## config.mk

```make
export PLATFORM = sky130hd
export DESIGN_NAME = evq_writer
export DESIGN_NICKNAME = d
export VERILOG_FILES = /design/src/rtl/evq_pkg.sv /design/src/rtl/evq_slot.sv /design/src/rtl/evq_pick.sv /design/src/rtl/evq_emit.sv /design/src/rtl/evq_writer.sv
export SDC_FILE = /design/constraint.sdc
export NUM_CORES = 1
export LEC_CHECK = 0
export BUFFER_PORTS_ARGS = -buffer_cell sky130_fd_sc_hd__buf_4
export CAP_MARGIN = 5
export CORE_MARGIN = 8
export CORE_UTILIZATION = 35
export DETAILED_ROUTE_END_ITERATION = 7
export GPL_TIMING_DRIVEN = 0
export SKIP_LAST_GASP = 1
export SYNTH_ARGS = -nofsm -noshare
export SYNTH_HDL_FRONTEND = slang
export SYNTH_HIERARCHICAL = 1
export SYNTH_SLANG_ARGS = --single-unit
```

## constraint.sdc

```tcl
create_clock -name clk -period 5.2 [get_ports clk]
set_input_delay 1.04 -clock clk [delete_from_list [all_inputs] [get_ports clk]]
set_output_delay 1.04 -clock clk [all_outputs]
set_load 0.005 [all_outputs]
```

## src/rtl/evq_pkg.sv

```systemverilog
package evq_pkg;

  localparam int unsigned ENTRY_W  = 32;
  localparam int unsigned GEN_POS  = ENTRY_W - 1;
  localparam int unsigned PAYLD_W  = ENTRY_W - 1;

  typedef struct packed {
    logic               gen;
    logic [PAYLD_W-1:0] lirq;
  } evq_entry_t;

  // Build one queue word: the flag and the payload travel in the same write.
  function automatic evq_entry_t pack_entry(input logic gen, input logic [PAYLD_W-1:0] lirq);
    evq_entry_t e;
    e.gen  = gen;
    e.lirq = lirq;
    return e;
  endfunction

  // Flag written after a slot is used: it flips only when the slot was the last one.
  function automatic logic next_gen(input logic gen, input logic at_last);
    return at_last ? ~gen : gen;
  endfunction

endpackage

```

## src/rtl/evq_slot.sv

```systemverilog
// Per-queue producer state: the write index and the generation flag.
module evq_slot #(
  parameter int unsigned IDX_W = 10
) (
  input  logic             clk,
  input  logic             rst,
  input  logic             post,
  output logic [IDX_W-1:0] idx,
  output logic             gen,
  output logic             wrap
);
  import evq_pkg::*;

  localparam logic [IDX_W-1:0] LAST_IDX = {IDX_W{1'b1}};

  logic at_last;

  assign at_last = (idx == LAST_IDX);
  assign wrap    = post && at_last;

  always_ff @(posedge clk) begin
    if (rst) begin
      idx <= '0;
      gen <= 1'b1;
    end else if (post) begin
      idx <= idx + 1'b1;
      gen <= next_gen(gen, at_last);
    end
  end

endmodule

```

## src/rtl/evq_pick.sv

```systemverilog
// Selects the state of the addressed queue.
module evq_pick #(
  parameter int unsigned NUM_PRIO = 8,
  parameter int unsigned IDX_W    = 10,
  localparam int unsigned PRIO_W  = $clog2(NUM_PRIO)
) (
  input  logic [NUM_PRIO-1:0][IDX_W-1:0] idx_vec,
  input  logic [NUM_PRIO-1:0]            gen_vec,
  input  logic [PRIO_W-1:0]              sel,
  output logic [IDX_W-1:0]               idx,
  output logic                           gen
);

  always_comb begin
    idx = '0;
    gen = 1'b0;
    for (int q = 0; q < NUM_PRIO; q++) begin
      if (sel == PRIO_W'(q)) begin
        idx = idx_vec[q];
        gen = gen_vec[q];
      end
    end
  end

endmodule

```

## src/rtl/evq_emit.sv

```systemverilog
// Output register stage: the write port and the notification.
module evq_emit #(
  parameter int unsigned ADDR_W = 13,
  parameter int unsigned PRIO_W = 3
) (
  input  logic                        clk,
  input  logic                        rst,
  input  logic                        fire,
  input  logic [ADDR_W-1:0]           addr_in,
  input  evq_pkg::evq_entry_t         entry_in,
  input  logic [PRIO_W-1:0]           prio_in,
  output logic                        mem_we,
  output logic [ADDR_W-1:0]           mem_addr,
  output logic [evq_pkg::ENTRY_W-1:0] mem_wdata,
  output logic                        notify,
  output logic [PRIO_W-1:0]           notify_prio
);

  always_ff @(posedge clk) begin
    if (rst) begin
      mem_we <= 1'b0;
      notify <= 1'b0;
    end else begin
      mem_we <= fire;
      notify <= fire;
    end
  end

  always_ff @(posedge clk) begin
    if (fire) begin
      mem_addr    <= addr_in;
      mem_wdata   <= entry_in;
      notify_prio <= prio_in;
    end
  end

endmodule

```

## src/rtl/evq_writer.sv

```systemverilog
module evq_writer #(
  parameter int unsigned NUM_PRIO = 8,
  parameter int unsigned IDX_W    = 10,
  parameter int unsigned LIRQ_W   = 10,
  localparam int unsigned PRIO_W  = $clog2(NUM_PRIO),
  localparam int unsigned ADDR_W  = PRIO_W + IDX_W
) (
  input  logic                        clk,
  input  logic                        rst,
  input  logic                        ev_valid,
  input  logic [PRIO_W-1:0]           ev_prio,
  input  logic [LIRQ_W-1:0]           ev_lirq,
  output logic                        mem_we,
  output logic [ADDR_W-1:0]           mem_addr,
  output logic [evq_pkg::ENTRY_W-1:0] mem_wdata,
  output logic                        notify,
  output logic [PRIO_W-1:0]           notify_prio
);
  import evq_pkg::*;

  // Internal events, named for the checker.
  logic [NUM_PRIO-1:0]            post_hit;
  logic [NUM_PRIO-1:0]            wrap_hit;
  logic [NUM_PRIO-1:0][IDX_W-1:0] idx_vec;
  logic [NUM_PRIO-1:0]            gen_vec;
  logic [IDX_W-1:0]               idx_sel;
  logic                           gen_sel;
  evq_entry_t                     entry;
  logic [ADDR_W-1:0]              addr;

  for (genvar q = 0; q < NUM_PRIO; q++) begin : g_queue
    assign post_hit[q] = ev_valid && (ev_prio == PRIO_W'(q));

    evq_slot #(.IDX_W(IDX_W)) u_slot (
      .clk  (clk),
      .rst  (rst),
      .post (post_hit[q]),
      .idx  (idx_vec[q]),
      .gen  (gen_vec[q]),
      .wrap (wrap_hit[q])
    );
  end

  evq_pick #(.NUM_PRIO(NUM_PRIO), .IDX_W(IDX_W)) u_pick (
    .idx_vec (idx_vec),
    .gen_vec (gen_vec),
    .sel     (ev_prio),
    .idx     (idx_sel),
    .gen     (gen_sel)
  );

  assign entry = pack_entry(gen_sel, {{(PAYLD_W-LIRQ_W){1'b0}}, ev_lirq});
  assign addr  = {ev_prio, idx_sel};

  evq_emit #(.ADDR_W(ADDR_W), .PRIO_W(PRIO_W)) u_emit (
    .clk         (clk),
    .rst         (rst),
    .fire        (ev_valid),
    .addr_in     (addr),
    .entry_in    (entry),
    .prio_in     (ev_prio),
    .mem_we      (mem_we),
    .mem_addr    (mem_addr),
    .mem_wdata   (mem_wdata),
    .notify      (notify),
    .notify_prio (notify_prio)
  );

endmodule

```

---- Word level (Yosys, flattened, before mapping) ----
Index checks and enable logic that the tools add are counted.
storage, ports and cells
  ROM bits ................................ 0
  bits in latches ......................... 0
  output and inout port bits .............. 50
  memory bits (writable) .................. 0
  logic and storage cells ................. 84
  bits of input ports ..................... 16
  flip-flop bits (word level) ............. 116
  memories ................................ 0
operators by class
  $add $sub $neg .......................... 8
  shifts and indexed selects .............. 0
  reductions and logical operators ........ 17
  bitwise operators ....................... 8
  magnitude comparators ................... 0
  multiply operators ...................... 0
  div/mod/pow operators ................... 0
  equal/unequal tests ..................... 15
  muxes and demuxes ....................... 16
operator list
  kind                                                                    count
  10-bit by 1-bit adder with 10-bit output (second input constant)        8
  10-bit equality test (second input constant)                            8
  10-bit two-way mux                                                      8
  2-bit AND reduction                                                     8
  3-bit equality test (second input constant)                             4
  1-bit logical AND                                                       8
  1-bit two-way mux                                                       8
  1-bit NOT                                                               8
  3-bit by 2-bit equality test with 1-bit output (second input constant)  2
  3-bit by 1-bit equality test with 1-bit output (second input constant)  1
  3-bit logical NOT                                                       1

---- Longest topological paths before layout ----
Gate-level depths: netlist of run 1.
  word-level depth ........................ 9
  depth in mapped cells ................... 7

---- Hierarchy ----
Netlist of run 1, hierarchy kept.
modules (own cells, without submodules)
  module      area an instance (um2)  times used  seq. area each (um2)  cells an instance
  evq_slot    508.0                   8           220.2                 55
  evq_emit    1482.7                  1           1461.4                51
  evq_pick    1132.3                  1           0.0                   118
  evq_writer  100.1                   1           0.0                   9

---- Worst setup path before layout of run 1 ----
Ideal clock, no wire load.
  kind .................................... input to register
  from .................................... in ev_prio[1]
  to ...................................... reg g_queue[0].u_slot.idx[9]
  required time ........................... 5129 ps
  setup slack ............................. 2832 ps
  path buffers ............................ 2
  stages on the path ...................... 6
  library setup time ...................... 71 ps
  data arrival time ....................... 2297 ps
  path through ............................ nor4b_2 buf_4 nand4_2 buf_6 or4_1 a21oi_1
between the ends
  cells in the longest elaborated chain, start to end .. 2
RTL lines
  what                  line              RTL
  from (decl)           evq_writer.sv:11  input logic [PRIO_W-1:0] ev_prio,
  3-bit logical NOT     evq_writer.sv:32  assign post_hit[q] = ev_valid && (ev_prio == PRIO_W'(q));
  1-bit logical AND     evq_writer.sv:32
  to (signal assigned)  evq_slot.sv:26    idx <= idx + 1'b1;
  to (decl)             evq_slot.sv:8     output logic [IDX_W-1:0] idx,
No other way between the ends.
A chain may end at the register's enable or synchronous reset.

---- Worst setup path after layout of run 1 ----
  from .................................... in ev_valid
  to ...................................... reg g_queue[0].u_slot.idx[9]
between the ends
  cells in the longest elaborated chain, start to end .. 1
RTL lines
  what               line              RTL
  from (decl)        evq_writer.sv:10  input logic ev_valid,
  1-bit logical AND  evq_writer.sv:32
  via post_hit[0]    evq_writer.sv:22  logic [NUM_PRIO-1:0] post_hit;
The timed path passes the listed nets, and every way through them passes these cells.

==> impl_metrics.sql, run 1 <==
INSERT INTO impl_metrics (metric_group, metric, value, unit) VALUES
('clock_tree', 'cts_root_buf', 'clkbuf_16', ''),
('synth', 'postSynth.topFlopCell', 'dfxtp_1', ''),
('clock_tree', 'cts_made_buffers', '17', ''),
('min_path', 'min-delay-path-class', 'reg -> reg', ''),
('global_routing', 'grt_pass1_vias', '4875', ''),
('synth', 'postSynthCellCount', '618', ''),
('floorplanning', 'dieArea', '24100', 'µm²'),
('sta', 'max_slew_headroom', '52.7', '%'),
('placement', 'gp_congestion', '0.888', ''),
('route', 'drtPass1Iterations', '5', ''),
('setup_path', 'criticalPathCategory', 'in -> reg', ''),
('pwr', 'power_switching_share', '23.9', '%'),
('sta', 'finalCriticalPeriod', '2710', 'ps'),
('final_layout', 'layout.cell_area.non_filler', '8240', 'µm²'),
('setup_path', 'cp_top_family', 'simple AND/OR/NAND/NOR gates', ''),
('clock_tree', 'clk_pin_slew_worst_paths', '60', 'ps'),
('sta', 'final-setup-viol-count', '0', ''),
('pwr', 'power_share_of_the_sequential_group', '46.6', '%'),
('synth', 'postSynthRegisterBits', '137', ''),
('pwr', 'power_leakage', '0.00293', 'µW'),
('sta', 'timing_hold_violations_final', '0', ''),
('sta', 'post-route-period-util', '52.2', '%'),
('pwr', 'internal-power', '1890', 'µW'),
('setup_path', 'arrival_time_at_the_worst_endpoint', '3070', 'ps'),
('floorplanning', 'chipWidth', '155', 'µm'),
('synth', 'syn_avg_cell_area', '11.0', 'µm²'),
('pwr', 'power_switching', '594', 'µW'),
('global_routing', 'maximum_number_of_pins_on_one_net_before_global_route_repair', '58', ''),
('setup_path', 'cp_data_required_time', '5560', 'ps'),
('route', 'detail-route-antenna-nets', '0', ''),
('setup_path', 'rr_startpoint', 'g_queue[5].u_slot/idx[0]', ''),
('clock_tree', 'tritoncts', 'built', ''),
('sta', 'fin_setup_tns', '0', 'ps'),
('placement', 'io_buffer_count', '65', ''),
('route', 'routed_wire_length_per_instance', '16.7', 'µm'),
('sta', 'setup_repair_after_global_routing_missed_its_margin', 'no', ''),
('floorplanning', 'floorplan.initialDensity', '35.3', '%'),
('status', 'status', 'finished clean', ''),
('final_layout', 'area_growth', '21.6', '%'),
('clock_tree', 'cts.repair.resized', '0', ''),
('clock_tree', 'cts.hold.buffers_added', '0', ''),
('clock_tree', 'clock_tree.buffer_depth', '2', ''),
('setup_path', 'cp_num_buf_inv', '3', ''),
('pwr', 'combinationalPowerShare', '6.5', '%'),
('route', 'drt_drc_violations_left', '0', ''),
('setup_path', 'timing.critical_path.slowest_stage_cell', 'buf_4', ''),
('global_routing', 'grt-ovfl-total', '0', ''),
('final_layout', 'net_count_of_the_finished_layout', '746', ''),
('clock_tree', 'cts_sinks', '137', ''),
('synth', 'syn_area', '6780', 'µm²'),
('setup_path', 'critical-path-max-stage-delay', '550', 'ps'),
('pwr', 'power.density', '301', 'nW/µm²'),
('setup_path', 'rrSetupSlack', '3610', 'ps'),
('synth', 'synth-warning-count', '6', ''),
('sta', 'clock.fmax', '369', 'MHz'),
('route', 'detailedRoute.firstIterationViolations', '356', ''),
('final_layout', 'drive_above_1_share', '25.0', '%'),
('clock_tree', 'clk_latency', '430', 'ps'),
('setup_path', 'worstSetupEndpointType', 'flop', ''),
('sta', 'worst-slew-pin-transition', '709', 'ps'),
('floorplanning', 'num_rows', '51', ''),
('setup_path', 'crit_path_start_kind', 'input port', ''),
('synth', 'sequential_to_total_area_share_from_yosys_stat', '47.5', '%'),
('setup_path', 'startpoint', 'ev_valid', ''),
('run', 'maxCapViolCount', '0', ''),
('min_path', 'worst_hold_launch', 'g_queue[2].u_slot/idx[8]', ''),
('global_routing', 'grt_antenna_before_repair', '0', ''),
('sta', 'timing.hold.ws', '504', 'ps'),
('clock_tree', 'ctsHtreeMaxLevel', '4', ''),
('synth', 'post_synth_num_cell_types', '41', ''),
('pwr', 'power', '2480', 'µW');
power groups by stage:
stage	logic (µW)	clock network (µW)	registers, µW
final	161	1170	1160
after CTS	162	1190	1160
after global routing	175	1240	1160
after floorplan	68.0	0	1180
after global placement	161	0	1180
after detailed placement	162	0	1180
cell families after synthesis:
family	count (synthesis)	share of synthesized area (%)
adders and majority gates	8	1.48
AOI/OAI and AO/OA	134	14.5
muxes	39	7.96
and+or+nand+nor	203	18.7
DFF	137	47.5
other	1	0.0553
xor gates and xnor gates	32	4.13
buffers and inverters	64	5.63
flip-flops by register name (all words and copies together) (netlist names):
signal              cells
g_queue.u_slot/idx     80
u_emit/mem_wdata       32
u_emit/mem_addr        13
g_queue.u_slot/gen      8
u_emit/notify_prio      3
u_emit/notify           1
final timing paths:
check | end | cells after the start
worst max-delay path | g_queue[0].u_slot/idx[9] | 7
worst min-delay path | g_queue[2].u_slot/idx[8] | 2
worst max register to register | u_emit/mem_addr[0] | 4
worst min register to register | g_queue[2].u_slot/idx[8] | 2
final cells by class:
| cell class | instances | area (µm²) | share of cell area (%) |
|---|---|---|---|
| repair buffers | 65 | 488 | 5.92 |
| inverters | 24 | 90.1 | 1.09 |
| flip-flops and latches | 137 | 3220 | 39.1 |
| plain buffers | 40 | 292 | 3.54 |
| well taps | 265 | 332 | 4.02 |
| clock inverters | 14 | 139 | 1.69 |
| multi-input cells | 437 | 3250 | 39.4 |
| clock buffers | 18 | 429 | 5.21 |
metal layers:
metal  GRT usage [%]  part of all wire, %
met1            18.7                   48
met2            21.5                   43
met3            4.22                  6.4
met4            6.01                  2.7
met5               0                    0
Yosys cell counts, drive strengths merged (10+ instances only):
library cell,count
nand4,33
or4,32
clkbuf,11
mux4,10
a21boi,10
dfxtp,89
inv,24
buf,29
nor2b,11
o21ai,19
nand2b,10
o31ai,33
edfxtp,48
nor2,58
a32o,10
nand2,25
mux2i,28
xor2,24
a2111oi,10
a21oi,50
worst min-delay path, delay by kind of cell, from the launching register on:
family	cells	cell delay, ps
flip-flops	1	330
AO/OA/AOI/OAI	2	130
through the flow:
stage / cells / util (%)
2_1_floorplan: 638 / -
3_3_place_gp: 968 / 40.0
3_5_place_dp: 968 / 40.0
4_1_cts: 1000 / 42.9
5_1_grt: 1000 / 42.9
6_report: 1000 / 42.9
placed cells by master (no fill, tap or decap), types with 3 or more instances in the layout:
cell type  count
or4_1         32
edfxtp_1      48
nor2b_1        9
buf_2          5
dfxtp_1       89
inv_1         24
a2111oi_2      7
inv_6          4
buf_6         12
a21oi_1       50
conb_1        21
a2111oi_4      3
buf_4         77
o31ai_1       33
nor4_2         8
a21boi_0      10
nand2b_1      10
ha_1           8
and4b_2        3
nand4_1       25
a32o_2        10
clkbuf_16     17
o21ai_0       19
mux4_1         6
xor2_1        24
or3_2          8
clkinv_4       3
nand4_2        8
mux2i_1       28
nor2_1        58
xnor2_1        8
nand3_1        8
mux4_2         4
clkbuf_1      12
and4bb_2       3
nand2_1       25
Power figures use the tool's default switching activity.
==> inputs of run 2 (changes only) <==
- ABC_AREA: default -> 1
- clock period: 5.2 -> 2.5 ns (I/O delays scaled with it)
==> run 2 against run 1 <==
Against the previous run:
- worst setup slack worse by 2000 ps
- critical path type unchanged
- largest power group unchanged
- clock skew about the same
- combinational power up 79%
- register-to-register slack worse by 2400 ps
==> impl_metrics.sql, run 2 <==
INSERT INTO impl_metrics (metric_group, metric, value, unit) VALUES
('clock_tree', 'ctsHtreeMaxLevel', '4', ''),
('synth', 'syn_area', '6640', 'µm²'),
('clock_tree', 'cts_made_buffers', '17', ''),
('final_layout', 'net_count_of_the_finished_layout', '940', ''),
('synth', 'post_synth_num_cell_types', '27', ''),
('synth', 'synth_edf_count', '48', ''),
('clock_tree', 'clk_latency', '420', 'ps'),
('global_routing', 'grt_pass1_vias', '4985', ''),
('clock_tree', 'clock_tree.buffer_depth', '2', ''),
('global_routing', 'grt-ovfl-total', '0', ''),
('sta', 'final-setup-viol-count', '0', ''),
('sta', 'timing.hold.ws', '253', 'ps'),
('pwr', 'power.density', '636', 'nW/µm²'),
('setup_path', 'crit_path_start_kind', 'input port', ''),
('synth', 'synth.largest_area_cell', 'dfxtp_1', ''),
('setup_path', 'cp_top_family', 'simple AND/OR/NAND/NOR gates', ''),
('clock_tree', 'cts.hold.buffers_added', '0', ''),
('setup_path', 'cp_num_buf_inv', '1', ''),
('final_layout', 'largest_reg_flops', '80', ''),
('setup_path', 'timing.critical_path.slowest_stage_cell', 'buf_4', ''),
('setup_path', 'critical-path-max-stage-delay', '490', 'ps'),
('sta', 'timing_hold_violations_final', '0', ''),
('pwr', 'power_leakage', '0.00327', 'µW'),
('pwr', 'power.ir.vdd_worst', '0.000387', 'V'),
('pwr', 'power', '5140', 'µW'),
('floorplanning', 'chipWidth', '154', 'µm'),
('sta', 'setup_repair_after_global_routing_missed_its_margin', 'no', ''),
('setup_path', 'timing.rr.end', 'g_queue[5].u_slot/idx[6]', ''),
('sta', 'finalCriticalPeriod', '2040', 'ps'),
('pwr', 'internal-power', '3970', 'µW'),
('synth', 'syn_avg_cell_area', '8.18', 'µm²'),
('clock_tree', 'clk_pin_slew_worst_paths', '60', 'ps'),
('route', 'routed_wire_length_per_instance', '13.1', 'µm'),
('floorplanning', 'dieArea', '23600', 'µm²'),
('setup_path', 'cp_data_required_time', '2820', 'ps'),
('setup_path', 'arrival_time_at_the_worst_endpoint', '2360', 'ps'),
('synth', 'netlist_top_cells_area', 'dfxtp_1, edfxtp_1, nand2_1', ''),
('sta', 'clock.fmax', '489', 'MHz'),
('setup_path', 'timing.critical_path.cells', 'buf_4, nand2_1, nor2_1, nand2_2, nor2_4, nand2_1, o21ai_1, nor2_1', ''),
('synth', 'synthArstFlopShare', '0', '%'),
('route', 'detailedRoute.firstIterationViolations', '370', ''),
('final_layout', 'layout.cell_area.non_filler', '8080', 'µm²'),
('final_layout', 'register_with_the_most_flip_flops', 'g_queue.u_slot/idx', ''),
('global_routing', 'wire_length_of_the_first_global_routing_pass', '25500', 'µm'),
('status', 'status', 'finished clean', ''),
('synth', 'postSynthCellCount', '812', ''),
('clock_tree', 'tritoncts', 'built', ''),
('route', 'finalWirelength', '15300', 'µm'),
('floorplanning', 'io_pins', '66', ''),
('min_path', 'worst_hold_launch', 'ev_lirq[2]', ''),
('final_layout', 'area_growth', '21.6', '%'),
('floorplanning', 'dieHeight', '154', 'µm'),
('synth', 'synth-warning-count', '6', ''),
('pwr', 'power_switching', '1160', 'µW'),
('setup_path', 'worstSetupEndpointType', 'flop', ''),
('synth', 'yosys.cell_count.top_type', 'nand2_1', ''),
('placement', 'gp_congestion', '0.855', ''),
('sta', 'fin_setup_tns', '0', 'ps'),
('sta', 'final_slew_violations', '0', ''),
('pwr', 'combinationalPowerShare', '5.6', '%'),
('clock_tree', 'postCtsSetupBuffers', '0', ''),
('floorplanning', 'core_region_area', '18600', 'µm²'),
('pwr', 'p_clk_share', '47.6', '%'),
('placement', 'postPlaceCellArea', '7500', 'µm²'),
('placement', 'dpl.hpwl', '11200', 'µm'),
('synth', 'sequential_to_total_area_share_from_yosys_stat', '48.5', '%'),
('floorplanning', 'floorplan.initialDensity', '35.6', '%'),
('final_layout', 'insertedDiodeCount', '0', ''),
('final_layout', 'layout.core_utilization', '43.3', '%'),
('global_routing', 'track_usage', '13.3', '%'),
('synth', 'synth_top_area_share', '26.8', '%'),
('setup_path', 'rr_startpoint', 'g_queue[5].u_slot/idx[0]', ''),
('sta', 'max_slew_headroom', '59.0', '%'),
('min_path', 'min-delay-path-class', 'in -> reg', ''),
('synth', 'post_synth_most_frequent_cells', 'nand2_1, nor2_1, dfxtp_1', ''),
('clock_tree', 'cts_sinks', '137', ''),
('min_path', 'worst_hold_path.num_cells', '1', ''),
('min_path', 'holdPathEnd', 'u_emit/mem_wdata[2]', ''),
('final_layout', 'leading_cell_types_in_the_layout_fill_and_taps_excluded', 'nand2_1, nor2_1, dfxtp_1', ''),
('global_routing', 'grt_antenna_before_repair', '0', ''),
('setup_path', 'worst-r2r-cell-count', '6', ''),
('setup_path', 'criticalPathCategory', 'in -> reg', ''),
('sta', 'worst-slew-pin-transition', '614', 'ps'),
('sta', 'post-route-period-util', '81.7', '%'),
('route', 'route.vias.total', '5572', ''),
('final_layout', 'reg.largest.list', 'g_queue.u_slot/idx (80), u_emit/mem_wdata (32), u_emit/mem_addr (13)', ''),
('sta', 'finClkSkew', '7.03', 'ps'),
('route', 'detail-route-antenna-nets', '0', ''),
('setup_path', 'rrSetupSlack', '1200', 'ps'),
('route', 'viasPerCell', '4.79', ''),
('clock_tree', 'cts.repair.resized', '0', ''),
('synth', 'postSynthRegisterBits', '137', ''),
('final_layout', 'mostFrequentLayoutCell', 'nand2_1', ''),
('placement', 'io_buffer_count', '65', ''),
('synth', 'postSynth.topFlopCell', 'dfxtp_1', ''),
('clock_tree', 'cts_root_buf', 'clkbuf_16', ''),
('setup_path', 'worst-path-max-fanout', '51', ''),
('pwr', 'power_switching_share', '22.6', '%'),
('floorplanning', 'num_rows', '50', ''),
('run', 'maxCapViolCount', '0', ''),
('route', 'drt_drc_violations_left', '0', ''),
('final_layout', 'drive_above_1_share', '19.1', '%'),
('route', 'drtPass1Iterations', '4', ''),
('pwr', 'power_share_of_the_sequential_group', '46.8', '%'),
('global_routing', 'maximum_number_of_pins_on_one_net_before_global_route_repair', '52', '');
## run 2: cell count changes after synthesis, moves of 13 or more
cell,change
nand2_2,+16
o21ai_0,+13
o31ai_1,-33
nand3_1,+43
or4_1,-32
xor2_1,-24
nand4_1,+46
nor2_1,+36
inv_1,+55
mux2i_1,-28
nand2_1,+151
nor2_4,+25
## run 2: stage by stage
step / std cells / worst slack, ps
2_1_floorplan: 832 / 957
3_3_place_gp: 1131 / 27.0
3_5_place_dp: 1131 / 15.3
4_1_cts: 1163 / 471
5_1_grt: 1163 / 267
6_report: 1163 / 457
## run 2: cell type report
cell class | instances | area (µm²)
fill | 1839 | 10600
clock buffer | 18 | 429
multi-input combinational | 586 | 3010
clock inverter | 14 | 149
timing repair buffer | 65 | 488
sequential | 137 | 3220
buffer | 19 | 146
inverter | 90 | 343
tap | 234 | 293
## run 2: worst max path at each step
| stage | end | from | slack (ps) | depth (start not counted) |
|---|---|---|---|---|
| after CTS | g_queue[5].u_slot/idx[6] | ev_valid | 470 | 8 |
| after global placement | g_queue[5].u_slot/idx[6] | ev_valid | 30 | 8 |
| after detailed placement | g_queue[5].u_slot/idx[6] | ev_valid | 20 | 8 |
| final | g_queue[5].u_slot/idx[6] | ev_valid | 460 | 8 |
| after global routing | g_queue[6].u_slot/idx[6] | ev_valid | 270 | 8 |
| after floorplan | g_queue[0].u_slot/idx[6] | ev_prio[2] | 960 | 8 |
## run 2: power by group through the flow
stage / clock (µW) / sequential, µW / combinational (µW)
2_1_floorplan: 0 / 2460 / 120
3_3_place_gp: 0 / 2450 / 288
3_5_place_dp: 0 / 2450 / 291
4_1_cts: 2510 / 2400 / 292
5_1_grt: 2600 / 2410 / 322
6_report: 2450 / 2400 / 288
## run 2: per-layer routing
| layer | GRT usage, % | routed length (µm) |
|---|---|---|
| met1 | 17.6 | 7560 |
| met2 | 19.6 | 6500 |
| met3 | 3.73 | 780 |
| met4 | 6.77 | 425 |
| met5 | 0 | 0 |
## run 2: kinds of logic (layout without fill, tap and decap cells)
| family | Yosys count | in the layout | synth area share [%] |
|---|---|---|---|
| DFF | 137 | 137 | 48.5 |
| and+or+nand+nor | 461 | 461 | 35.2 |
| buffers and inverters | 109 | 206 | 7.36 |
| other | 1 | 21 | 0.0564 |
| AOI/OAI and AO/OA | 96 | 96 | 7.38 |
| adders and majority gates | 8 | 8 | 1.51 |
